File: config.mk
export PLATFORM = sky130hd
export DESIGN_NAME = wrap_stack
export DESIGN_NICKNAME = d
export VERILOG_FILES = /design/src/rtl/wstk_pkg.sv /design/src/rtl/wstk_ptr.sv /design/src/rtl/wstk_ring.sv /design/src/rtl/wstk_top.sv /design/src/rtl/wrap_stack.sv
export SDC_FILE = /design/constraint.sdc
export NUM_CORES = 1
export LEC_CHECK = 0
export BUFFER_PORTS_ARGS = -buffer_cell sky130_fd_sc_hd__buf_2
export CAP_MARGIN = 20
export CORE_AREA = 2 2 169 171
export CTS_CLUSTER_SIZE = 8
export DETAILED_ROUTE_END_ITERATION = 7
export DIE_AREA = 0 0 171 173
export PLACE_DENSITY = 0.77
export SLEW_MARGIN = 20
export SYNTH_ARGS = -nofsm -noshare
export SYNTH_HDL_FRONTEND = slang
export SYNTH_SLANG_ARGS = --single-unit
File: constraint.sdc
create_clock -name clk -period 5 [get_ports clk]
set_clock_uncertainty 0.1 [all_clocks]
set_input_delay 0 -clock clk [delete_from_list [all_inputs] [get_ports clk]]
set_output_delay 0 -clock clk [all_outputs]
set_load 0.02 [all_outputs]
File: src/rtl/wstk_pkg.sv
package wstk_pkg;
  localparam int unsigned CELL_W = 32;
  localparam int unsigned RING_N = 8;

  typedef enum logic [2:0] {
    CMD_IDLE = 3'd0,
    CMD_PUSH = 3'd1,
    CMD_POP  = 3'd2,
    CMD_REPL = 3'd3,
    CMD_SWAP = 3'd4
  } wstk_cmd_e;
endpackage

File: src/rtl/wstk_ptr.sv
module wstk_ptr #(
  parameter int unsigned DEPTH = wstk_pkg::RING_N,
  localparam int unsigned PW = (DEPTH > 1) ? $clog2(DEPTH) : 1
) (
  input  logic          clk,
  input  logic          rst_n,
  input  logic          step_up,
  input  logic          step_dn,
  output logic [PW-1:0] ptr_q,
  output logic [PW-1:0] ptr_up
);
  localparam logic [PW-1:0] LAST = PW'(DEPTH - 1);

  function automatic logic [PW-1:0] wrap_inc(input logic [PW-1:0] p);
    return (p == LAST) ? '0 : p + PW'(1);
  endfunction

  function automatic logic [PW-1:0] wrap_dec(input logic [PW-1:0] p);
    return (p == '0) ? LAST : p - PW'(1);
  endfunction

  assign ptr_up = wrap_inc(ptr_q);

  always_ff @(posedge clk) begin
    if (!rst_n)       ptr_q <= '0;
    else if (step_up) ptr_q <= ptr_up;
    else if (step_dn) ptr_q <= wrap_dec(ptr_q);
  end
endmodule

File: src/rtl/wstk_ring.sv
module wstk_ring #(
  parameter int unsigned DEPTH = wstk_pkg::RING_N,
  parameter int unsigned W     = wstk_pkg::CELL_W,
  localparam int unsigned PW   = (DEPTH > 1) ? $clog2(DEPTH) : 1
) (
  input  logic          clk,
  input  logic          rst_n,
  input  logic          wr_en,
  input  logic [PW-1:0] wr_sel,
  input  logic [W-1:0]  wr_val,
  input  logic [PW-1:0] rd_sel,
  output logic [W-1:0]  rd_val
);
  logic [W-1:0] cell_q [DEPTH];

  for (genvar k = 0; k < DEPTH; k++) begin : g_cell
    always_ff @(posedge clk) begin
      if (!rst_n)                              cell_q[k] <= '0;
      else if (wr_en && (wr_sel == PW'(k)))    cell_q[k] <= wr_val;
    end
  end

  assign rd_val = cell_q[rd_sel];
endmodule

File: src/rtl/wstk_top.sv
module wstk_top #(
  parameter int unsigned W = wstk_pkg::CELL_W
) (
  input  logic         clk,
  input  logic         rst_n,
  input  logic         take_in,
  input  logic         take_ring,
  input  logic [W-1:0] in_val,
  input  logic [W-1:0] ring_val,
  output logic [W-1:0] t_q
);
  always_ff @(posedge clk) begin
    if (!rst_n)         t_q <= '0;
    else if (take_in)   t_q <= in_val;
    else if (take_ring) t_q <= ring_val;
  end
endmodule

File: src/rtl/wrap_stack.sv
module wrap_stack #(
  parameter int unsigned DEPTH = wstk_pkg::RING_N,
  parameter int unsigned W     = wstk_pkg::CELL_W
) (
  input  logic         clk,
  input  logic         rst_n,
  input  logic [2:0]   op_i,
  input  logic [W-1:0] din_i,
  output logic [W-1:0] top_o,
  output logic [W-1:0] below_o
);
  import wstk_pkg::*;
  localparam int unsigned PW = (DEPTH > 1) ? $clog2(DEPTH) : 1;

  logic ev_push, ev_pop, ev_repl, ev_swap;
  logic [PW-1:0] ptr_q, ptr_up, ring_wsel;
  logic ring_we;
  logic [W-1:0] t_q, ring_rd;

  always_comb begin
    ev_push = 1'b0;
    ev_pop  = 1'b0;
    ev_repl = 1'b0;
    ev_swap = 1'b0;
    unique case (op_i)
      CMD_PUSH: ev_push = 1'b1;
      CMD_POP:  ev_pop  = 1'b1;
      CMD_REPL: ev_repl = 1'b1;
      CMD_SWAP: ev_swap = 1'b1;
      default:  ;
    endcase
  end

  // push stores old top one slot up; swap stores it at the current slot
  assign ring_we   = ev_push | ev_swap;
  assign ring_wsel = ev_push ? ptr_up : ptr_q;

  wstk_ptr #(.DEPTH(DEPTH)) u_ptr (
    .clk(clk), .rst_n(rst_n),
    .step_up(ev_push), .step_dn(ev_pop),
    .ptr_q(ptr_q), .ptr_up(ptr_up)
  );

  wstk_ring #(.DEPTH(DEPTH), .W(W)) u_ring (
    .clk(clk), .rst_n(rst_n),
    .wr_en(ring_we), .wr_sel(ring_wsel), .wr_val(t_q),
    .rd_sel(ptr_q), .rd_val(ring_rd)
  );

  wstk_top #(.W(W)) u_top (
    .clk(clk), .rst_n(rst_n),
    .take_in(ev_push | ev_repl), .take_ring(ev_pop | ev_swap),
    .in_val(din_i), .ring_val(ring_rd), .t_q(t_q)
  );

  assign top_o   = t_q;
  assign below_o = ring_rd;
endmodule

==> qor.yml, run 1 <==
sta:
  rsz0062_at_grt: "no"
  max_freq_mhz: 304
  final-setup-viol-count: 0
  drv_slew: 0
  tightest_slew_ns: 1.05
  tns_ns: 0
  hold_viol_final: 0
  fin_crit_sh_pct: 65.7
  finalCriticalPeriod_ns: 3.29
  slew_headroom_pct: 29.8
global_routing:
  met2_usage_pct: 35.6
  grt_pass1_wl_um: 49300
  overflow: 0
  grt_busiest_layer: "met2"
  use_met3_pct: 3.02
  grt_max_degree: 46
  grt_util_met1_pct: 29.9
  grt_pass1_vias: 8610
  grt_use_total_pct: 21.6
  antenna_found_initial: 0
power_and_ir_drop:
  ir_drop_mv: 0.240
  clkPwrFrac_pct: 41.7
  p_int_w: 0.00466
  p_leak_nw: 6.11
  p_sw_share_pct: 24.6
  p_switching_w: 0.00152
  p_comb_share_pct: 11.5
  power.density_nw_per_um2: 380
  power_w: 0.00619
  p_seq_share_pct: 46.9
clock_tree:
  h-tree-depth: 2
  cts_resized: 0
  cts_buffer_depth: 3
  clkSinkCount: 294
  insertion_delay_ns: 0.52
  cts-root-buf: "clkbuf_16"
  cts_buffers: 42
  path_clk_slew_ns: 0.05
  cts_tree: "done"
detailed_routing:
  num_vias: 8646
  drt_pass1_iterations: 7
  drtIter0Drc: 660
  vias_per_cell: 5.67
  postRouteAntennaNets: 0
  wl_um: 32200
  drc: 0
  wl_per_cell_um: 21.1
floorplan:
  rows: 61
  die_w_um: 171
  io_pins: 101
  core_um2: 27600
  die_h_um: 173
  start_util_pct: 49.6
  die_area_um2: 29600
worst_setup_path:
  ff2ff_path_depth: 7
  crit_family: "compound AO/OA/AOI/OAI gates"
  path_depth: 5
  path_buf_inv: 2
  critPathCapture: "below_o[31]"
  crit_chain: "nand2b_1 -> buf_4 -> o22ai_1 -> a221oi_1 -> buf_2"
  startpoint_type: "flip-flop"
  cpMaxStageDelayCell: "a221oi_1"
  reg2reg_slack_ns: 1.80
  worstPathRequired_ns: 4.90
  endpoint_kind: "output pin"
  r2r_end: "u_ring.cell_q[0][5]"
  cpPeakStageDelay_ns: 0.83
  regToRegStartpoint: "u_ptr.ptr_q[0]"
  crit_fanout: 17
  cp.arrival_ns: 3.19
  crit_type: "flip-flop to output pin"
synth:
  yosysTopAreaCell: "edfxtp_1"
  yosysSeqAreaShare_pct: 61.7
  synth_top_family_by_area: "simple AND/OR/NAND/NOR gates"
  synth_area_leaders: "edfxtp_1, and2_1, mux2_2"
  synth_common_cells: "and2_1, edfxtp_1, mux2_2"
  muxShareOfSynthArea_pct: 12.8
  yosys.area_share.simple_pct: 14.0
  synthCells: 983
  synth_cell_types: 46
  synth.avg_cell_area_um2: 13.9
  synth_edf_count: 256
  synth_ff_type: "edfxtp_1"
  synth_top_area_share_pct: 56.1
  synth_compound_area_share_pct: 8.43
  async_reset_ff_share_pct: 0
  synthXorXnorAreaFrac_pct: 0.0639
  yosysWarnings: 0
  synth_area_um2: 13700
  synthAdderAreaFrac_pct: 0.365
  synth_nets: 1024
  ys_ff_latch: 294
layout:
  fin_nets: 1157
  drive_gt1_share_pct: 25.7
  diodes: 0
  area_growth_pct: 18.7
placement:
  hpwl_um: 19100
  place.gp.congestion: 0.753
  port-buffer-count: 100
flow_run:
  drv_cap: 0
status:
  outcome: "completed"
hold_path:
  hold_class: "input port to flip-flop"
-- tightest hold or removal path, stage by stage --
cell and delay (ns):
buf_2 0.11, buf_4 0.27, a21boi_0 0.20
-- what timing repair did --
item                                   CTS  global route
endpoints found under the hold margin   38             0
hold buffers                            33             0
buffers inserted                         0             0
-- power by group through the flow --
stage	registers [W]	clock network, W	logic (W)
after floorplan	0.00294	0	0.000437
after global placement	0.00294	0	0.000670
after detailed placement	0.00295	0	0.000683
after CTS	0.00290	0.00260	0.000707
after global routing	0.00292	0.00271	0.000759
final	0.00290	0.00258	0.000709
-- routing by layer --
layer  wire length (µm)  vias to the layer above
li1                   -                     3963
met1              14100                     4336
met2              15700                      290
met3               1620                       57
met4                756                        0
met5                  0                        -
-- per-stage QoR --
step,setup slack [ns],hold slack [ns],utilization (%),area [µm²],cells
after floorplan,0.552,0.196,-,13700,983
final,1.71,0.0299,58.9,16300,1525
after global routing,1.61,0.0447,58.9,16300,1525
after detailed placement,1.74,0.318,53.1,14700,1414
after global placement,1.77,0.304,53.0,14600,1413
after CTS,1.72,0.00911,58.6,16200,1522
-- sequential cells by signal (all words and copies together), names as in the netlist, named ones only --
signal / cells
u_top.t_q: 32
u_ring.cell_q: 256
u_ptr.ptr_q: 3
-- cell families after synthesis --
kind of cell / Yosys count
flops: 294
compound gates: 151
buf+inv: 76
fa+ha+maj: 4
mux: 163
simple gates: 294
xor+xnor: 1
-- layout make-up --
class	count	area, µm²
clock buffer	73	1190
clock inverter	2	12.5
fill	2137	11400
inverter	3	11.3
multi-input combinational	613	5010
sequential	294	8450
tap	378	473
timing repair buffer	162	1120
-- how the worst min path moves through the flow --
| stage | to | depth (start not counted) | start | slack, ns |
|---|---|---|---|---|
| 5_1_grt | flip-flop | 3 | rst_n | 0.04 |
| 6_report | flip-flop | 3 | rst_n | 0.03 |
| 2_1_floorplan | u_top.t_q[18] | 2 | rst_n | 0.20 |
| 3_5_place_dp | u_top.t_q[2] | 4 | din_i[2] | 0.32 |
| 4_1_cts | flip-flop | 3 | rst_n | 0.009 |
| 3_3_place_gp | u_top.t_q[12] | 4 | din_i[12] | 0.30 |
-- layout by cell type (no fill, tap or decap), types with 2 or more instances in the layout --
| cell type | synthesis | layout |
|---|---|---|
| edfxtp_1 | 256 | 256 |
| dfxtp_1 | 38 | 37 |
| o2bb2ai_1 | 17 | 17 |
| inv_1 | 3 | 3 |
| nor3b_1 | 2 | 2 |
| dlygate4sd3_1 | 0 | 33 |
| nor4_4 | 4 | 4 |
| and2_1 | 256 | 256 |
| o21ai_4 | 0 | 8 |
| clkbuf_16 | 0 | 43 |
| nor3_4 | 1 | 4 |
| nor2b_1 | 3 | 2 |
| a22o_1 | 30 | 30 |
| mux2_2 | 98 | 98 |
| o22ai_1 | 32 | 32 |
| buf_4 | 8 | 25 |
| a221oi_1 | 32 | 32 |
| o21ai_0 | 12 | 3 |
| ha_1 | 4 | 4 |
| nand2b_1 | 7 | 7 |
| or2_2 | 2 | 2 |
| nand3b_1 | 2 | 2 |
| a21oi_1 | 3 | 3 |
| clkbuf_1 | 33 | 30 |
| a22oi_1 | 17 | 17 |
| nor2_1 | 5 | 4 |
| nand2_1 | 4 | 4 |
| mux2i_1 | 64 | 64 |
| buf_16 | 0 | 3 |
| buf_2 | 9 | 100 |
No activity file was read; power rests on OpenSTA's default activity.
==> inputs of run 2 (changes only) <==
PLACE_DENSITY = 0.8   (was 0.77)
clock period = 2.7 ns   (was 5 ns; I/O delays follow)
==> qor.yml, run 2 (synthesis gave the netlist of run 1 again) <==
placement:
  port-buffer-count: 100
  post_dp_cell_area_um2: 15000
  place.gp.congestion: 0.830
  place_ws_ns: 0.212
  hpwl_um: 21000
floorplan:
  io_pins: 101
  rows: 61
  core_um2: 27600
  start_util_pct: 49.6
  die_area_um2: 29600
  die_h_um: 173
  die_w_um: 171
clock_tree:
  clkSinkCount: 294
  h-tree-depth: 2
  insertion_delay_ns: 0.52
  cts-root-buf: "clkbuf_16"
  cts_buffer_depth: 3
  cts_tree: "done"
  cts_buffers: 42
  path_clk_slew_ns: 0.05
sta:
  final-setup-viol-count: 0
  holdWs_ns: 0.129
  max_freq_mhz: 387
  fin_crit_sh_pct: 95.8
  tns_ns: 0
  rsz0062_at_grt: "no"
  slew_headroom_pct: 36.2
  fin_ws_ns: 0.113
  hold_viol_final: 0
  tightest_slew_ns: 0.957
  finalCriticalPeriod_ns: 2.59
  drv_slew: 0
detailed_routing:
  wl_um: 34300
  vias_per_cell: 5.74
  wl_per_cell_um: 22.0
  drc: 0
  num_vias: 8970
  postRouteAntennaNets: 0
  drtIter0Drc: 854
  drt_pass1_iterations: 6
layout:
  largest_register_ffs: 256
  area_growth_pct: 21.3
  regMostFlops: "u_ring.cell_q"
  top_regs: "u_ring.cell_q x256, u_top.t_q x32, u_ptr.ptr_q x3"
  design_area_um2: 16600
  fillCellCount: 2074
  final_cell_mix: "and2_1, edfxtp_1, buf_2"
  diodes: 0
  fin_nets: 1193
  drive_gt1_share_pct: 27.0
  post-route-util_pct: 60.1
worst_setup_path:
  worstPathRequired_ns: 2.60
  regToRegStartpoint: "u_ptr.ptr_q[1]"
  reg2reg_slack_ns: 0.15
  cp.arrival_ns: 2.49
  crit_chain: "buf_12 -> mux2_2 -> o22ai_1 -> a221oi_1 -> buf_2"
  crit_fanout: 71
  cpMaxStageDelayCell: "a221oi_1"
  endpoint_kind: "output pin"
  crit_family: "buffers and inverters"
  r2r_end: "u_ring.cell_q[6][19]"
  cpPeakStageDelay_ns: 0.51
  ff2ff_path_depth: 7
  crit_type: "flip-flop to output pin"
  startpoint_type: "flip-flop"
  path_buf_inv: 2
hold_path:
  hold_class: "input port to flip-flop"
  holdPathStages: 4
  holdCritStartpoint: "op_i[2]"
  whs_endpoint: "u_ptr.ptr_q[2]"
power_and_ir_drop:
  p_sw_share_pct: 24.9
  ir_drop_mv: 0.515
  p_comb_share_pct: 12.3
  p_switching_w: 0.00289
  power.density_nw_per_um2: 698
  p_seq_share_pct: 46.4
  p_leak_nw: 6.31
  clkPwrFrac_pct: 41.3
  p_int_w: 0.00870
global_routing:
  grt_pass1_vias: 9017
  antenna_found_initial: 0
  grt_pass1_wl_um: 52100
  grt_use_total_pct: 23.1
  grt_max_degree: 72
  overflow: 0
status:
  outcome: "completed"
flow_run:
  drv_cap: 0
run 2: changes by cell type in the layout (fill, tap and decap cells not counted), sizes merged:
cell,previous run,this run
buf,129,153
dlygate4sd3,33,45
clkbuf,73,75
clkinv,1,0
run 2: tightest hold or removal path, cell delays in order:
cell	delay, ns
buf_2	0.14
buf_4	0.29
a21oi_1	0.18
nor4b_1	0.07
run 2: area by class of cell:
class	count	area (µm²)	area share [%]
tap	378	473	2.85
clock inverter	1	8.76	0.0527
clock buffer	75	1200	7.20
sequential	294	8450	50.9
timing repair buffer	198	1460	8.80
inverter	3	11.3	0.0678
multi-input combinational	613	5010	30.2
run 2: how the worst max path moves through the flow:
stage	startpoint	end	slack [ns]	depth (start not counted)
final	flip-flop	below_o[5]	0.11	5
after global placement	u_ptr.ptr_q[1]	u_ring.cell_q[4][19]	0.29	7
after detailed placement	u_ptr.ptr_q[1]	u_ring.cell_q[4][19]	0.21	7
after CTS	flip-flop	u_top.t_q[31]	0.09	6
after floorplan	u_ptr.ptr_q[0]	u_ring.cell_q[0][0]	-0.29	6
after global routing	flip-flop	below_o[5]	0.03	5
run 2: repair_timing:
item,CTS,global route
setup endpoints to repair,0,1
hold buffers,45,0
endpoints found under the hold margin,38,0
gates resized for setup,0,1
setup buffers,0,0
run 2: power by group through the flow:
stage	Combinational, W	Sequential (W)	Clock (W)
final	0.00143	0.00538	0.00479
after global routing	0.00151	0.00540	0.00502
after CTS	0.00142	0.00537	0.00484
after detailed placement	0.00135	0.00546	0
after global placement	0.00133	0.00544	0
after floorplan	0.000824	0.00542	0
run 2: stage by stage:
step | cells | total power [W]
after floorplan | 983 | 0.00624
after global placement | 1441 | 0.00678
after detailed placement | 1441 | 0.00681
after CTS | 1562 | 0.0116
after global routing | 1562 | 0.0119
final | 1562 | 0.0116
run 2: metal layers:
layer	wire (µm)	GRT usage (%)	part of all wire, %	vias up
met3	2610	5.06	7.6	74
met1	14100	30.5	41	4476
li1	-	-	-	4047
met4	1040	8.37	3.0	0
met2	16600	37.7	48	373
met5	0	0	0	-
